--- src/rtl/pwm8_pkg.sv ---
package pwm8_pkg;

  typedef enum logic [1:0] {
    SRC_OFF = 2'd0,
    SRC_SYS = 2'd1,
    SRC_FIX = 2'd2,
    SRC_EXT = 2'd3
  } cnt_src_e;

  // register byte offsets
  localparam logic [7:0] A_SC     = 8'h00;
  localparam logic [7:0] A_CNT    = 8'h04;
  localparam logic [7:0] A_MOD    = 8'h08;
  localparam logic [7:0] A_CH0    = 8'h0C;
  localparam int         CH_STRIDE = 8;
  localparam logic [2:0] CH_CTL_REL = 3'd0;
  localparam logic [2:0] CH_CMP_REL = 3'd4;
  localparam logic [7:0] A_START  = 8'h4C;
  localparam logic [7:0] A_OINIT  = 8'h5C;
  localparam logic [7:0] A_MASK   = 8'h60;
  localparam logic [7:0] A_POL    = 8'h70;

  // field positions
  localparam int SC_SRC_LSB   = 3;
  localparam int SC_W         = 5;
  localparam int CTL_W        = 8;
  localparam int CTL_EDGE_BIT = 5;
  localparam int CTL_HIGH_BIT = 3;

endpackage

--- src/rtl/pwm8_regs.sv ---
module pwm8_regs
  import pwm8_pkg::*;
#(
  parameter int NUM_CH = 8,
  parameter int CNT_W  = 16,
  parameter int PS_W   = 3,
  parameter int DATA_W = 32,
  parameter int ADDR_W = 8
) (
  input  logic                clk,
  input  logic                rst_n,
  input  logic                wr,
  input  logic                rd,
  input  logic [ADDR_W-1:0]   addr,
  input  logic [DATA_W-1:0]   wdata,
  input  logic [CNT_W-1:0]    cnt_live,
  output logic [DATA_W-1:0]   rdata,
  output cnt_src_e            src,
  output logic [PS_W-1:0]     ps,
  output logic [CNT_W-1:0]    mod_buf,
  output logic [CNT_W-1:0]    start_val,
  output logic                cnt_wr,
  output logic [CNT_W-1:0]    cmp_buf [NUM_CH],
  output logic [NUM_CH-1:0]   edge_mode,
  output logic [NUM_CH-1:0]   oinit,
  output logic [NUM_CH-1:0]   mask,
  output logic [NUM_CH-1:0]   pol
);

  localparam int CH_IDX_W = (NUM_CH > 1) ? $clog2(NUM_CH) : 1;
  localparam int CH_SPAN  = NUM_CH * CH_STRIDE;

  logic [SC_W-1:0]   sc_q, sc_d;
  logic [CNT_W-1:0]  mod_q, mod_d;
  logic [CNT_W-1:0]  start_q, start_d;
  logic [NUM_CH-1:0] oinit_q, oinit_d;
  logic [NUM_CH-1:0] mask_q, mask_d;
  logic [NUM_CH-1:0] pol_q, pol_d;
  logic [CTL_W-1:0]  ctl_q [NUM_CH];
  logic [CTL_W-1:0]  ctl_d [NUM_CH];
  logic [CNT_W-1:0]  cmp_q [NUM_CH];
  logic [CNT_W-1:0]  cmp_d [NUM_CH];
  logic [DATA_W-1:0] rdata_q, rdata_d;

  // channel window decode
  logic [ADDR_W-1:0]   ch_off;
  logic                in_ch;
  logic [CH_IDX_W-1:0] ch_sel;
  logic                ctl_hit;
  logic                cmp_hit;

  always_comb begin
    ch_off  = addr - ADDR_W'(A_CH0);
    in_ch   = (addr >= ADDR_W'(A_CH0)) && (ch_off < ADDR_W'(CH_SPAN));
    ch_sel  = ch_off[3 +: CH_IDX_W];
    ctl_hit = in_ch && (ch_off[2:0] == CH_CTL_REL);
    cmp_hit = in_ch && (ch_off[2:0] == CH_CMP_REL);
  end

  // write next-state
  always_comb begin
    sc_d    = sc_q;
    mod_d   = mod_q;
    start_d = start_q;
    oinit_d = oinit_q;
    mask_d  = mask_q;
    pol_d   = pol_q;
    cnt_wr  = 1'b0;
    for (int i = 0; i < NUM_CH; i++) begin
      ctl_d[i] = ctl_q[i];
      cmp_d[i] = cmp_q[i];
    end
    if (wr) begin
      if (addr == ADDR_W'(A_SC))         sc_d    = wdata[SC_W-1:0];
      else if (addr == ADDR_W'(A_CNT))   cnt_wr  = 1'b1;
      else if (addr == ADDR_W'(A_MOD))   mod_d   = wdata[CNT_W-1:0];
      else if (addr == ADDR_W'(A_START)) start_d = wdata[CNT_W-1:0];
      else if (addr == ADDR_W'(A_OINIT)) oinit_d = wdata[NUM_CH-1:0];
      else if (addr == ADDR_W'(A_MASK))  mask_d  = wdata[NUM_CH-1:0];
      else if (addr == ADDR_W'(A_POL))   pol_d   = wdata[NUM_CH-1:0];
      for (int i = 0; i < NUM_CH; i++) begin
        if (ctl_hit && (ch_sel == CH_IDX_W'(i))) ctl_d[i] = wdata[CTL_W-1:0];
        if (cmp_hit && (ch_sel == CH_IDX_W'(i))) cmp_d[i] = wdata[CNT_W-1:0];
      end
    end
  end

  // read mux
  always_comb begin
    rdata_d = '0;
    if (addr == ADDR_W'(A_SC))         rdata_d[SC_W-1:0]   = sc_q;
    else if (addr == ADDR_W'(A_CNT))   rdata_d[CNT_W-1:0]  = cnt_live;
    else if (addr == ADDR_W'(A_MOD))   rdata_d[CNT_W-1:0]  = mod_q;
    else if (addr == ADDR_W'(A_START)) rdata_d[CNT_W-1:0]  = start_q;
    else if (addr == ADDR_W'(A_OINIT)) rdata_d[NUM_CH-1:0] = oinit_q;
    else if (addr == ADDR_W'(A_MASK))  rdata_d[NUM_CH-1:0] = mask_q;
    else if (addr == ADDR_W'(A_POL))   rdata_d[NUM_CH-1:0] = pol_q;
    else if (ctl_hit)                  rdata_d[CTL_W-1:0]  = ctl_q[ch_sel];
    else if (cmp_hit)                  rdata_d[CNT_W-1:0]  = cmp_q[ch_sel];
  end

  always_ff @(posedge clk or negedge rst_n) begin
    if (!rst_n) begin
      sc_q    <= '0;
      mod_q   <= '0;
      start_q <= '0;
      oinit_q <= '0;
      mask_q  <= '1;
      pol_q   <= '0;
      rdata_q <= '0;
      for (int i = 0; i < NUM_CH; i++) begin
        ctl_q[i] <= '0;
        cmp_q[i] <= '0;
      end
    end else begin
      sc_q    <= sc_d;
      mod_q   <= mod_d;
      start_q <= start_d;
      oinit_q <= oinit_d;
      mask_q  <= mask_d;
      pol_q   <= pol_d;
      for (int i = 0; i < NUM_CH; i++) begin
        ctl_q[i] <= ctl_d[i];
        cmp_q[i] <= cmp_d[i];
      end
      if (rd) rdata_q <= rdata_d;
    end
  end

  always_comb begin
    rdata     = rdata_q;
    src       = cnt_src_e'(sc_q[SC_SRC_LSB +: 2]);
    ps        = sc_q[PS_W-1:0];
    mod_buf   = mod_q;
    start_val = start_q;
    oinit     = oinit_q;
    mask      = mask_q;
    pol       = pol_q;
    for (int i = 0; i < NUM_CH; i++) begin
      cmp_buf[i]   = cmp_q[i];
      edge_mode[i] = ctl_q[i][CTL_EDGE_BIT] & ctl_q[i][CTL_HIGH_BIT];
    end
  end

endmodule

--- src/rtl/pwm8_tick.sv ---
module pwm8_tick
  import pwm8_pkg::*;
#(
  parameter int PS_W = 3
) (
  input  logic            clk,
  input  logic            rst_n,
  input  cnt_src_e        src,
  input  logic [PS_W-1:0] ps,
  input  logic            fix_tick,
  input  logic            ext_tick,
  input  logic            clr,
  output logic            cnt_en
);

  localparam int PRE_W = (1 << PS_W) - 1;

  logic [PRE_W-1:0] pre_q, pre_d, pre_mask;
  logic             tick;

  always_comb begin
    case (src)
      SRC_SYS: tick = 1'b1;
      SRC_FIX: tick = fix_tick;
      SRC_EXT: tick = ext_tick;
      default: tick = 1'b0;
    endcase
    pre_mask = ~({PRE_W{1'b1}} << ps);
    cnt_en   = tick && ((pre_q & pre_mask) == pre_mask);
    if (clr)       pre_d = '0;
    else if (tick) pre_d = pre_q + 1'b1;
    else           pre_d = pre_q;
  end

  always_ff @(posedge clk or negedge rst_n) begin
    if (!rst_n) pre_q <= '0;
    else        pre_q <= pre_d;
  end

  // after one advance, the next cycle can advance again only when undivided
  assert_ps_spacing_R3: assert property (@(posedge clk) disable iff (!rst_n)
    (cnt_en && ps != '0) |=> (!cnt_en || ps == '0))
    else $error("prescaled advance in consecutive cycles");

endmodule

--- src/rtl/pwm8_counter.sv ---
module pwm8_counter #(
  parameter int CNT_W = 16
) (
  input  logic             clk,
  input  logic             rst_n,
  input  logic             cnt_en,
  input  logic             cnt_wr,
  input  logic [CNT_W-1:0] mod_buf,
  input  logic [CNT_W-1:0] start_val,
  output logic [CNT_W-1:0] cnt,
  output logic             load
);

  logic [CNT_W-1:0] cnt_q, cnt_d;
  logic [CNT_W-1:0] mod_q, mod_d;
  logic             at_end;

  always_comb begin
    at_end = (cnt_q >= mod_q);
    load   = cnt_wr | (cnt_en & at_end);
    if (cnt_wr)      cnt_d = start_val;
    else if (cnt_en) cnt_d = at_end ? start_val : cnt_q + 1'b1;
    else             cnt_d = cnt_q;
    mod_d = load ? mod_buf : mod_q;
  end

  always_ff @(posedge clk or negedge rst_n) begin
    if (!rst_n) begin
      cnt_q <= '0;
      mod_q <= '0;
    end else begin
      cnt_q <= cnt_d;
      mod_q <= mod_d;
    end
  end

  assign cnt = cnt_q;

  assert_cnt_step_R4: assert property (@(posedge clk) disable iff (!rst_n)
    (cnt_en && !cnt_wr) |=> ((cnt_q == CNT_W'($past(cnt_q) + 1'b1)) || (cnt_q == $past(start_val))))
    else $error("counter advanced to an unexpected value");

  assert_cnt_reload_R5: assert property (@(posedge clk) disable iff (!rst_n)
    cnt_wr |=> (cnt_q == $past(start_val)))
    else $error("counter write did not reload the start value");

  assert_mod_hold_R10: assert property (@(posedge clk) disable iff (!rst_n)
    !load |=> $stable(mod_q))
    else $error("active modulo changed outside a wrap");

endmodule

--- src/rtl/pwm8_channel.sv ---
module pwm8_channel #(
  parameter int CNT_W = 16
) (
  input  logic             clk,
  input  logic             rst_n,
  input  logic             load,
  input  logic [CNT_W-1:0] cnt,
  input  logic [CNT_W-1:0] cmp_buf,
  input  logic             edge_mode,
  input  logic             oinit_bit,
  input  logic             mask_bit,
  input  logic             pol_bit,
  output logic             pwm_out
);

  logic [CNT_W-1:0] cmp_q, cmp_d;
  logic             level;

  always_comb begin
    cmp_d   = load ? cmp_buf : cmp_q;
    level   = edge_mode ? (cnt < cmp_q) : oinit_bit;
    pwm_out = mask_bit ? pol_bit : (level ^ pol_bit);
  end

  always_ff @(posedge clk or negedge rst_n) begin
    if (!rst_n) cmp_q <= '0;
    else        cmp_q <= cmp_d;
  end

  assert_cmp_hold_R10: assert property (@(posedge clk) disable iff (!rst_n)
    !load |=> $stable(cmp_q))
    else $error("active compare changed outside a wrap");

  assert_zero_cmp_R6: assert property (@(posedge clk) disable iff (!rst_n)
    (edge_mode && cmp_q == '0) |-> (pwm_out == pol_bit))
    else $error("zero compare produced an active level");

endmodule

--- src/rtl/pwm8_timer.sv ---
module pwm8_timer
  import pwm8_pkg::*;
#(
  parameter int NUM_CH = 8,
  parameter int CNT_W  = 16,
  parameter int PS_W   = 3,
  parameter int DATA_W = 32,
  parameter int ADDR_W = 8
) (
  input  logic              clk,
  input  logic              rst_n,
  input  logic              fix_tick_i,
  input  logic              ext_tick_i,
  input  logic              bus_wr_i,
  input  logic              bus_rd_i,
  input  logic [ADDR_W-1:0] bus_addr_i,
  input  logic [DATA_W-1:0] bus_wdata_i,
  output logic [DATA_W-1:0] bus_rdata_o,
  output logic [NUM_CH-1:0] pwm_o
);

  // reset: asserted asynchronously, released on the clock
  logic rst_s1, rst_s2, rst_sync_n;

  always_ff @(posedge clk or negedge rst_n) begin
    if (!rst_n) begin
      rst_s1 <= 1'b0;
      rst_s2 <= 1'b0;
    end else begin
      rst_s1 <= 1'b1;
      rst_s2 <= rst_s1;
    end
  end
  assign rst_sync_n = rst_s2;

  cnt_src_e          src;
  logic [PS_W-1:0]   ps;
  logic [CNT_W-1:0]  mod_buf, start_val, cnt;
  logic              cnt_wr, cnt_en, load;
  logic [CNT_W-1:0]  cmp_buf [NUM_CH];
  logic [NUM_CH-1:0] edge_mode, oinit, mask, pol;

  pwm8_regs #(
    .NUM_CH(NUM_CH), .CNT_W(CNT_W), .PS_W(PS_W), .DATA_W(DATA_W), .ADDR_W(ADDR_W)
  ) u_regs (
    .clk(clk), .rst_n(rst_sync_n),
    .wr(bus_wr_i), .rd(bus_rd_i), .addr(bus_addr_i), .wdata(bus_wdata_i),
    .cnt_live(cnt), .rdata(bus_rdata_o),
    .src(src), .ps(ps), .mod_buf(mod_buf), .start_val(start_val), .cnt_wr(cnt_wr),
    .cmp_buf(cmp_buf), .edge_mode(edge_mode), .oinit(oinit), .mask(mask), .pol(pol)
  );

  pwm8_tick #(.PS_W(PS_W)) u_tick (
    .clk(clk), .rst_n(rst_sync_n), .src(src), .ps(ps),
    .fix_tick(fix_tick_i), .ext_tick(ext_tick_i), .clr(cnt_wr), .cnt_en(cnt_en)
  );

  pwm8_counter #(.CNT_W(CNT_W)) u_counter (
    .clk(clk), .rst_n(rst_sync_n), .cnt_en(cnt_en), .cnt_wr(cnt_wr),
    .mod_buf(mod_buf), .start_val(start_val), .cnt(cnt), .load(load)
  );

  for (genvar g = 0; g < NUM_CH; g++) begin : g_ch
    pwm8_channel #(.CNT_W(CNT_W)) u_ch (
      .clk(clk), .rst_n(rst_sync_n), .load(load), .cnt(cnt),
      .cmp_buf(cmp_buf[g]), .edge_mode(edge_mode[g]), .oinit_bit(oinit[g]),
      .mask_bit(mask[g]), .pol_bit(pol[g]), .pwm_out(pwm_o[g])
    );

    assert_masked_R9: assert property (@(posedge clk) disable iff (!rst_sync_n)
      mask[g] |-> (pwm_o[g] == pol[g]))
      else $error("masked channel left its inactive level");
  end

  assert_stop_R2: assert property (@(posedge clk) disable iff (!rst_sync_n)
    (src == SRC_OFF && !cnt_wr) |=> $stable(cnt))
    else $error("counter moved with the source stopped");

endmodule

--- config.mk ---
export PLATFORM = sky130hd
export DESIGN_NAME = pwm8_timer
export DESIGN_NICKNAME = d
export VERILOG_FILES = /design/src/rtl/pwm8_pkg.sv /design/src/rtl/pwm8_regs.sv /design/src/rtl/pwm8_tick.sv /design/src/rtl/pwm8_counter.sv /design/src/rtl/pwm8_channel.sv /design/src/rtl/pwm8_timer.sv
export SDC_FILE = /design/constraint.sdc
export NUM_CORES = 1
export LEC_CHECK = 0
export BUFFER_PORTS_ARGS = -buffer_cell sky130_fd_sc_hd__clkbuf_2
export CORE_MARGIN = 2
export CORE_UTILIZATION = 50
export CTS_CLUSTER_DIAMETER = 200
export CTS_CLUSTER_SIZE = 12
export DETAILED_ROUTE_END_ITERATION = 7
export PLACE_DENSITY = 0.66
export SLEW_MARGIN = 20
export SYNTH_ARGS = -nofsm -noshare
export SYNTH_HDL_FRONTEND = slang
export SYNTH_SLANG_ARGS = --single-unit
--- constraint.sdc ---
create_clock -name clk -period 22.1 [get_ports clk]
set_input_delay 4.42 -clock clk [delete_from_list [all_inputs] [get_ports clk]]
set_output_delay 4.42 -clock clk [all_outputs]
set_load 0.005 [all_outputs]
==> results.py, run 1 <==
metrics = {
    "finish": {
        "drive_gt1_share_pct": 27.7,
        "finalNetCount": 2134,
        "seqCellArea_mm2": 0.0110,
        "design_area_mm2": 0.0252,
        "layout_common_cells": "429 x dfrtp_1, 343 x mux2_2, 161 x inv_1",
        "final_common_cell": "dfrtp_1",
        "fillers": 3789,
        "antenna_cells": 0,
        "syn_to_final_growth_pct": 8.56,
        "multi_input_area_mm2": 0.0111,
    },
    "setup_path": {
        "crit_cells": 9,
        "cp-start-kind": "register",
        "slowest_delay_ns": 0.78,
        "cp_slowest_cell": "dfrtp_1",
        "worstPathMaxFanout": 14,
        "crit_top_cell": "a21o_1",
        "crit_type": "register to output port",
        "crit_buf_inv": 1,
        "crit_family": "compound AO/OA/AOI/OAI gates",
        "rr_worst_depth": 9,
        "crit_required_ns": 17.68,
        "worstPathCellList": "ha_1 > a21o_1 > a21o_1 > a21oi_1 > a211oi_1 > or4_1 > a31oi_1 > xor2_1 > clkbuf_2",
        "worstSetupEndpointType": "output port",
        "crit_arrival_ns": 3.55,
    },
    "synth": {
        "yosysTopAreaCell": "dfrtp_1",
        "synth_top_area_share_pct": 46.4,
        "synth_area_leaders": "dfrtp_1 46%, mux2_2 17%, ha_1 7.7%",
        "ys_seq_area_share_pct": 47.3,
        "ys.flop_type": "dfrtp_1",
        "syn_inst": 1930,
        "yosysWarnings": 0,
        "synth_edf_count": 0,
        "synth-seq-cells": 438,
        "syn-cell-area_mm2": 0.0232,
        "syn_avg_cell_area_um2": 12.0,
        "ys_async_sr_fraction_pct": 100,
        "synth_cell_type_count": 70,
    },
    "timing": {
        "final_max_slew_viol_count": 0,
        "max-slew-margin-rel_pct": 12.9,
        "fin_crit_ns": 7.97,
        "fin_setup_tns_ns": 0,
        "hold_viol_final": 0,
        "worst_pin_slew_ns": 1.31,
        "rsz0062_at_grt": "no",
        "skew_ns": 0.0232,
        "finalCritPeriodShare_pct": 36.0,
        "finalSetupViolations": 0,
        "fmax_mhz": 126,
        "fin_hold_ws_ns": 0.305,
    },
    "clock_network": {
        "clk_latency_ns": 0.56,
        "cts_setup_buffers": 0,
        "cts_buffer_depth": 3,
        "cts-resized-gates": 0,
        "htreeDepth": 2,
        "cts_hold_buf": 0,
        "clock-sinks": 438,
        "cts.clk_slew.worst_paths_ns": 0.06,
        "root_buffer": "clkbuf_16",
        "cts_tree": "yes",
        "cts_inserted_buffers": 42,
    },
    "route": {
        "drt_wl_total_um": 59200,
        "drt_iter0_markers": 1280,
        "final_antenna_net_count": 0,
        "dr.pass1.iters": 5,
        "drt-vias-per-instance": 5.98,
        "vias": 15400,
        "wl_per_cell_um": 23.0,
        "drc": 0,
    },
    "power_and_ir_drop": {
        "pwr-share-comb_pct": 27.5,
        "vdd_drop_max_uv": 94.8,
        "p_seq_share_pct": 42.3,
        "clkPwrFrac_pct": 30.1,
        "p_per_area_mw_per_mm2": 90.1,
        "cell_internal_pwr_mw": 1.52,
        "switchingPower_mw": 0.745,
        "p_leak_nw": 11.9,
        "p_sw_share_pct": 32.8,
    },
    "global_routing": {
        "met2_usage_pct": 41.6,
        "antenna_found_initial": 1,
        "grt-busiest-layer": "met2",
        "grt_use_total_pct": 25.5,
        "gr-total-overflow": 0,
        "grt_use_met3_pct": 3.59,
        "grt_pass1_wl_um": 93200,
        "grt_pass1_vias": 15800,
        "grt_max_degree": 181,
        "met1_usage_pct": 35.3,
    },
    "floorplanning": {
        "die_h_um": 219,
        "dieArea_mm2": 0.0481,
        "rows": 78,
        "start_util_pct": 50.9,
        "pin_count": 86,
        "core-area_mm2": 0.0456,
        "dieWidth_um": 219,
    },
    "placed_design": {
        "dp_hpwl_um": 40900,
        "dpl-instance-area_mm2": 0.0239,
        "gp_congestion": 0.867,
        "io_buffer_count": 53,
    },
    "status": {
        "status": "finished clean",
    },
    "hold_path": {
        "hold_path.class": "register to async pin",
    },
    "flow_run": {
        "maxCapViolCount": 0,
    },
}
==> per-stage QoR <==
step | util [%] | worst slack, ns | instances | total power [mW]
final | 55.2 | 14.13 | 2579 | 2.27
after global routing | 55.2 | 13.91 | 2579 | 2.40
after CTS | 55.2 | 14.10 | 2578 | 2.28
after detailed placement | 52.5 | 13.89 | 2501 | 1.59
after global placement | 52.5 | 13.91 | 2501 | 1.57
after floorplan | - | 9.00 | 1945 | 1.38
==> worst register-to-register path, delay by kind of cell (launching register included) <==
family,cells,cell delay (ns)
flip-flops,1,0.72
adder cells (fa/ha/maj),1,0.30
AO/OA/AOI/OAI,4,1.42
buffers and inverters,2,0.62
multiplexers,1,1.00
AND/OR/NAND/NOR,1,0.12
==> power by group through the flow <==
stage | registers, mW | clock network [mW] | logic, mW
6_report | 0.960 | 0.684 | 0.625
5_1_grt | 0.970 | 0.728 | 0.703
4_1_cts | 0.958 | 0.694 | 0.626
3_5_place_dp | 0.972 | 0 | 0.621
3_3_place_gp | 0.968 | 0 | 0.602
2_1_floorplan | 0.962 | 0 | 0.413
==> cells in the mapped netlist, types with 8 or more instances <==
cell / instances
o21ai_0: 69
mux4_2: 46
xor2_1: 14
nand2b_1: 8
o21a_1: 10
nand4_1: 19
xnor2_1: 17
a21o_1: 27
a31oi_1: 16
a22oi_1: 12
ha_1: 142
dfrtp_1: 430
dfstp_2: 8
buf_2: 20
nor3_4: 8
o211ai_1: 12
buf_4: 27
mux2_1: 51
a2111oi_0: 9
mux2_2: 343
a21oi_1: 90
and3_1: 13
nand2_1: 86
nor2_1: 57
a211oi_1: 8
o22ai_1: 14
inv_1: 161
nor4_1: 16
clkbuf_1: 58
buf_1: 12
nor3_1: 8
nor2b_1: 13
nand3_1: 37
==> path summary, 6_finish.rpt <==
path                                          to  slack (ns)              from
max in group asynchronous                 rst_s2       18.34             rst_n
min in group clk                          rst_s2        0.35            rst_s1
setup reg to reg           g_ch[5].u_ch.cmp_q[5]       17.80  u_counter.cnt[0]
hold reg to reg            g_ch[0].u_ch.cmp_q[8]        0.31            rst_s2
hold / removal             g_ch[0].u_ch.cmp_q[8]        0.31            rst_s2
setup / recovery                        pwm_o[4]       14.13  u_counter.cnt[9]
==> flip-flops by register name, summed over array words and instances, names as in the netlist, 5 cells and up <==
register and flops:
g_ch.u_ch.cmp_q 128, u_counter.cnt 16, u_counter.mod_q 16, u_regs.cmp_buf 128
u_regs.ctl_q 64, u_regs.mask 8, u_regs.mod_buf 16, u_regs.oinit 8
u_regs.pol 8, u_regs.rdata 16, u_regs.sc_q 5, u_regs.start_val 16
u_tick.pre_q 7
==> logic make-up (layout without fill, tap and decap cells) <==
logic type                 Yosys count  count (layout)  synth area share (%)
muxes                              443             443                  23.7
buffers and inverters              284             318                  5.34
DFF                                438             438                  47.3
AOI/OAI and AO/OA                  302             302                  8.17
xor gates and xnor gates            31              31                  1.17
and+or+nand+nor                    288             288                  6.60
adders and majority gates          142             142                  7.66
other                                2              17                0.0324
==> routing by layer <==
| metal | wire length, um | vias to the layer above | part of all wire, % |
|---|---|---|---|
| li1 | - | 6928 | - |
| met1 | 26300 | 7960 | 44 |
| met2 | 28200 | 442 | 48 |
| met3 | 3060 | 94 | 5.2 |
| met4 | 1650 | 0 | 2.8 |
| met5 | 0 | - | 0 |
==> area by class of cell <==
cell class	count	share of cell area (%)
clock inverter	1	0.0348
inverter	161	2.40
multi-input combinational	1223	44.1
timing repair buffer	80	1.99
tap	600	2.98
sequential	438	43.6
clock buffer	76	4.93
Power figures use the tool's default switching activity.
==> run 2, diff against run 1 <==
--- a/config.mk
+++ b/config.mk
@@ -5,6 +5,7 @@
 export SDC_FILE = /design/constraint.sdc
 export NUM_CORES = 1
 export LEC_CHECK = 0
+export ABC_AREA = 1
 export BUFFER_PORTS_ARGS = -buffer_cell sky130_fd_sc_hd__clkbuf_2
 export CORE_MARGIN = 2
 export CORE_UTILIZATION = 50
==> constraint.sdc (replaced) <==
create_clock -name clk -period 7.69 [get_ports clk]
set_input_delay 1.538 -clock clk [delete_from_list [all_inputs] [get_ports clk]]
set_output_delay 1.538 -clock clk [all_outputs]
set_load 0.005 [all_outputs]
==> results.py, run 2 <==
metrics = {
    "status": {
        "status": "finished clean",
    },
    "finish": {
        "layout_common_cells": "869 x nand2_1, 486 x o21ai_0, 429 x dfrtp_1",
        "syn_to_final_growth_pct": 6.95,
        "drive_gt1_share_pct": 6.42,
        "stdcell_count": 3519,
        "final_common_cell": "nand2_1",
        "finalNetCount": 3090,
        "fillers": 4340,
        "antenna_cells": 0,
    },
    "synth": {
        "yosysTopAreaCell": "dfrtp_1",
        "ys_seq_area_share_pct": 47.0,
        "ys_async_sr_fraction_pct": 100,
        "syn_inst": 2933,
        "synthTopCellsByCount": "871 x nand2_1, 486 x o21ai_0, 430 x dfrtp_1",
        "synth_cell_type_count": 50,
        "yosysMostFrequentCell": "nand2_1",
        "syn_avg_cell_area_um2": 7.97,
        "ys.flop_type": "dfrtp_1",
        "syn-cell-area_mm2": 0.0234,
        "synth_edf_count": 0,
        "synth_top_area_share_pct": 46.1,
        "yosysWarnings": 0,
        "synth-seq-cells": 438,
        "synth_area_leaders": "dfrtp_1 46%, nand2_1 14%, o21ai_0 10%",
    },
    "setup_path": {
        "worstPathCellList": "ha_1 > nand2_1 > inv_1 > nand3_1 > nor3_1 > o21ai_0 > nand3b_1 > nand2_1 > nand2_1 > nand2_1 > nand2_1 > clkbuf_2",
        "crit_top_cell": "nand2_1",
        "cp_slowest_cell": "dfrtp_1",
        "rr_worst_depth": 11,
        "worstPathMaxFanout": 12,
        "crit_required_ns": 6.15,
        "crit_buf_inv": 2,
        "crit_family": "simple AND/OR/NAND/NOR gates",
        "worstSetupEndpointType": "output port",
        "r2r_setup_slack_ns": 3.91,
        "cp-start-kind": "register",
        "crit_type": "register to output port",
        "crit_arrival_ns": 3.24,
        "timing.rr.start": "u_counter.cnt[15]",
        "rr_endpoint": "g_ch[1].u_ch.cmp_q[6]",
        "slowest_delay_ns": 0.62,
    },
    "clock_network": {
        "cts.clk_slew.worst_paths_ns": 0.06,
        "cts_setup_buffers": 0,
        "cts_tree": "yes",
        "cts_inserted_buffers": 42,
        "cts_hold_buf": 0,
        "clock-sinks": 438,
        "htreeDepth": 2,
        "clk_latency_ns": 0.58,
        "root_buffer": "clkbuf_16",
        "cts_buffer_depth": 3,
        "cts-resized-gates": 0,
    },
    "timing": {
        "finalCritPeriodShare_pct": 62.1,
        "hold_viol_final": 0,
        "skew_ns": 0.0185,
        "finalSetupViolations": 0,
        "worst_pin_slew_ns": 1.09,
        "max-slew-margin-rel_pct": 27.2,
        "final_max_slew_viol_count": 0,
        "timing.final.ws_setup_ns": 2.91,
        "fmax_mhz": 209,
        "fin_setup_tns_ns": 0,
        "rsz0062_at_grt": "no",
        "fin_crit_ns": 4.78,
    },
    "route": {
        "drt_iter0_markers": 2235,
        "drt_wl_total_um": 64300,
        "final_antenna_net_count": 0,
        "wl_per_cell_um": 18.3,
        "vias": 19400,
        "dr.pass1.iters": 6,
        "drt-vias-per-instance": 5.52,
        "drc": 0,
    },
    "flow_run": {
        "maxCapViolCount": 0,
    },
    "power_and_ir_drop": {
        "p_leak_nw": 12.7,
        "power_mw": 5.19,
        "vdd_drop_max_uv": 156,
        "p_per_area_mw_per_mm2": 208,
    },
    "floorplanning": {
        "core-area_mm2": 0.0464,
        "dieWidth_um": 220,
        "start_util_pct": 50.4,
        "rows": 79,
        "die_h_um": 220,
        "dieArea_mm2": 0.0485,
        "pin_count": 86,
    },
    "global_routing": {
        "antenna_found_initial": 0,
        "grt_pass1_vias": 18400,
        "gr-total-overflow": 0,
        "grt_pass1_wl_um": 102000,
        "grt_use_total_pct": 27.1,
        "grt_max_degree": 206,
    },
    "placed_design": {
        "dp_hpwl_um": 43300,
        "gp_congestion": 0.922,
        "io_buffer_count": 53,
        "dp.cells": 3462,
        "dp_worst_setup_slack_ns": 2.60,
    },
    "hold_path": {
        "hold_path.class": "register to async pin",
    },
}
==> run 2: cell count changes after synthesis, moves of 22 or more <==
cell / previous run / this run
a21o_1: 27 / 0
nand3_1: 37 / 61
buf_2: 20 / 42
nand2_1: 86 / 871
mux4_2: 46 / 0
nor2_1: 57 / 167
mux2_2: 343 / 0
o21ai_0: 69 / 486
inv_1: 161 / 302
mux2_1: 51 / 0
==> run 2: worst max-delay path by stage <==
stage / startpoint / end / slack, ns / cells after the start
2_1_floorplan: rst_s2 / g_ch[0].u_ch.cmp_q[0] / 0.56 / 0
3_3_place_gp: bus_addr_i[2] / u_regs.cmp_buf[89] / 2.69 / 9
3_5_place_dp: bus_addr_i[2] / u_regs.cmp_buf[89] / 2.60 / 9
4_1_cts: u_counter.cnt[15] / pwm_o[1] / 2.89 / 12
5_1_grt: u_counter.cnt[5] / pwm_o[2] / 2.81 / 11
6_report: u_counter.cnt[15] / pwm_o[1] / 2.91 / 12
==> run 2: cell families after synthesis <==
logic type | synth area share, %
flops | 47.0
other cells | 0.0321
simple gates | 21.3
buf+inv | 8.59
xor+xnor | 0.611
fa+ha+maj | 7.60
mux | 0.300
compound gates | 14.6
==> run 2: final cells by class <==
cell class / instances / area (um^2) / share of cell area [%]
inverter: 311 / 1170 / 4.67
sequential: 438 / 11000 / 43.9
clock buffer: 52 / 1110 / 4.44
clock inverter: 2 / 17.5 / 0.0701
timing repair buffer: 71 / 498 / 1.99
multi-input combinational: 2038 / 10500 / 41.9
tap: 607 / 759 / 3.04
==> run 2: stage by stage <==
stage,util [%],hold WS (ns),area (um^2)
after floorplan,-,0.331,23400
after global placement,51.3,0.337,23800
after detailed placement,51.3,0.337,23800
after CTS,53.7,0.352,24900
after global routing,53.9,0.331,25000
final,53.9,0.304,25000
==> run 2: metal layers <==
| layer | routed length (um) | global-route usage, % |
|---|---|---|
| met3 | 4320 | 3.27 |
| met5 | 0 | 0 |
| met2 | 29800 | 43.6 |
| met1 | 28500 | 38.4 |
| met4 | 1740 | 8.88 |
==> run 2: where the power goes <==
part	switching, mW	leakage, nW	internal (mW)
Combinational	0.452	6.93	0.228
Clock	0.873	0.549	1.00
Sequential	0.155	5.26	2.47
Total	1.48	12.7	3.71
==> run 3, diff against run 2 <==
--- a/config.mk
+++ b/config.mk
@@ -12,7 +12,7 @@
 export CTS_CLUSTER_DIAMETER = 200
 export CTS_CLUSTER_SIZE = 12
 export DETAILED_ROUTE_END_ITERATION = 7
-export PLACE_DENSITY = 0.66
+export PLACE_DENSITY = 0.68
 export SLEW_MARGIN = 20
 export SYNTH_ARGS = -nofsm -noshare
 export SYNTH_HDL_FRONTEND = slang
==> constraint.sdc (replaced) <==
create_clock -name clk -period 3.98 [get_ports clk]
set_input_delay 0.796 -clock clk [delete_from_list [all_inputs] [get_ports clk]]
set_output_delay 0.796 -clock clk [all_outputs]
set_load 0.005 [all_outputs]
==> results.py, run 3 (synthesized netlist as in run 2, its figures left out) <==
metrics = {
    "setup_path": {
        "crit_type": "register to output port",
        "crit_arrival_ns": 2.95,
        "cp-start-kind": "register",
        "worstPathCellList": "ha_1 > a21oi_1 > o21ai_0 > a21oi_1 > nand3b_1 > nand2_1 > nand2_1 > nand2_1 > nand2_1 > clkbuf_2",
        "cp_slowest_cell": "dfrtp_1",
        "slowest_delay_ns": 0.77,
        "crit_top_cell": "nand2_1",
        "crit_required_ns": 3.18,
        "worstPathMaxFanout": 15,
        "worstSetupEndpointType": "output port",
    },
    "route": {
        "drt_wl_total_um": 63700,
        "drc": 0,
        "wl_per_cell_um": 17.9,
        "final_antenna_net_count": 0,
        "drt_iter0_markers": 2002,
        "vias": 19600,
        "drt-vias-per-instance": 5.51,
        "dr.pass1.iters": 8,
    },
    "global_routing": {
        "grt_use_total_pct": 26.8,
        "antenna_found_initial": 0,
        "grt_pass1_vias": 18500,
        "grt_max_degree": 133,
        "grt_pass1_wl_um": 101000,
        "gr-total-overflow": 0,
    },
    "finish": {
        "antenna_cells": 0,
        "stdcell_count": 3552,
        "syn_to_final_growth_pct": 8.14,
        "layout_common_cells": "870 x nand2_1, 486 x o21ai_0, 428 x dfrtp_1",
        "finalNetCount": 3122,
        "drive_gt1_share_pct": 7.40,
        "final_common_cell": "nand2_1",
    },
    "floorplanning": {
        "dieWidth_um": 220,
        "pin_count": 86,
        "die_h_um": 220,
        "start_util_pct": 50.4,
        "core-area_mm2": 0.0464,
        "rows": 79,
        "dieArea_mm2": 0.0485,
    },
    "placed_design": {
        "dp_hpwl_um": 44300,
        "io_buffer_count": 53,
        "gp_congestion": 0.959,
        "dp.cells": 3496,
    },
    "power_and_ir_drop": {
        "cell_internal_pwr_mw": 7.16,
        "clkPwrFrac_pct": 36.0,
        "vdd_drop_max_uv": 352,
        "p_per_area_mw_per_mm2": 398,
        "p_seq_share_pct": 50.4,
        "pwr-share-comb_pct": 13.5,
        "p_sw_share_pct": 28.7,
        "p_leak_nw": 12.9,
        "switchingPower_mw": 2.89,
    },
    "timing": {
        "rsz0062_at_grt": "no",
        "finalCritPeriodShare_pct": 94.0,
        "worst_pin_slew_ns": 1.15,
        "skew_ns": 0.0245,
        "fin_setup_tns_ns": 0,
        "hold_viol_final": 0,
        "finalSetupViolations": 0,
        "final_max_slew_viol_count": 0,
        "fmax_mhz": 267,
        "max-slew-margin-rel_pct": 23.2,
        "fin_crit_ns": 3.74,
    },
    "clock_network": {
        "clock-sinks": 438,
        "cts_buffer_depth": 3,
        "cts_setup_buffers": 0,
        "clk_latency_ns": 0.59,
        "cts_inserted_buffers": 42,
        "cts_tree": "yes",
        "cts.clk_slew.worst_paths_ns": 0.06,
        "htreeDepth": 2,
        "root_buffer": "clkbuf_16",
    },
    "status": {
        "status": "finished clean",
    },
    "hold_path": {
        "hold_path.class": "register to register",
    },
    "flow_run": {
        "maxCapViolCount": 0,
    },
}
## run 3: cell count changes in the layout (fill, tap and decap cells not counted)
cell,change
buf_4,+26
buf_12,+8
buf_16,-3
clkbuf_16,-1
clkinv_8,+1
dfrtp_1,-1
dfrtp_2,+1
dlygate4sd3_1,+1
inv_6,+1
nand2_1,+1
nand2_2,-1
nand3_1,+1
nand3_2,-1
## run 3: per-stage QoR
step / worst slack (ns) / instance area, um^2 / utilization (%) / hold WS [ns] / total power [mW]
2_1_floorplan: -0.305 / 23400 / - / 0.331 / 5.99
3_3_place_gp: 0.677 / 24100 / 52.0 / 0.337 / 6.43
3_5_place_dp: 0.658 / 24100 / 52.0 / 0.340 / 6.49
4_1_cts: 0.104 / 25300 / 54.5 / 0.355 / 10.1
5_1_grt: 0.0286 / 25300 / 54.5 / 0.379 / 10.5
6_report: 0.238 / 25300 / 54.5 / 0.351 / 10.0
## run 3: final timing paths
| kind | from | end | slack (ns) | cells after the start |
|---|---|---|---|---|
| worst max-delay path | u_counter.cnt[9] | pwm_o[3] | 0.24 | 10 |
| worst min-delay path | rst_s1 | rst_s2 | 0.35 | 0 |
| worst max register to register | u_counter.cnt[15] | g_ch[1].u_ch.cmp_q[8] | 0.68 | 13 |
| worst min register to register | rst_s1 | rst_s2 | 0.35 | 0 |
| max in group asynchronous | rst_s2 | u_regs.rdata[13] | 2.42 | 2 |
| min in group asynchronous | rst_s2 | u_regs.cmp_buf[64] | 0.42 | 0 |
## run 3: power groups by stage
stage                     combinational, mW  sequential (mW)  clock (mW)
final                                  1.36             5.07        3.62
after CTS                              1.36             5.06        3.68
after detailed placement               1.34             5.14           0
after global routing                   1.56             5.10        3.84
after global placement                 1.30             5.13           0
after floorplan                       0.893             5.10           0
## run 3: area by class of cell
| type | instances | area, um^2 |
|---|---|---|
| fillers | 4326 | 21100 |
| flip-flops and latches | 438 | 11000 |
| multi-input cells | 2038 | 10500 |
| inverters | 311 | 1170 |
| clock buffers | 51 | 1080 |
| repair buffers | 103 | 781 |
| well taps | 607 | 759 |
| clock inverters | 4 | 42.5 |
## run 3: routing by layer
metal  share of wire (%)  up-vias  GRT usage, %  wire (um)
met5                   0        -             0          0
met4                 2.7        0          7.76       1740
met3                 7.0      127          4.69       4450
met2                  46      645          43.0      29400
met1                  44     9378          37.6      28100
li1                    -     9413             -          -
## run 3: what timing repair did
| action | 4_1_cts | 5_1_grt |
|---|---|---|
| hold buffers | 1 | 0 |
| gates resized for setup | 0 | 1 |
| endpoints found under the setup margin | 0 | 4 |
| hold endpoints to repair | 2 | 0 |
## run 3: critical path, delay by kind of cell, from the launching register on
family | cells | cell delay (ns)
adder cells (fa/ha/maj) | 1 | 0.36
AO/OA/AOI/OAI | 3 | 0.58
buffers and inverters | 1 | 0.11
AND/OR/NAND/NOR | 5 | 0.55
flip-flops | 1 | 0.77
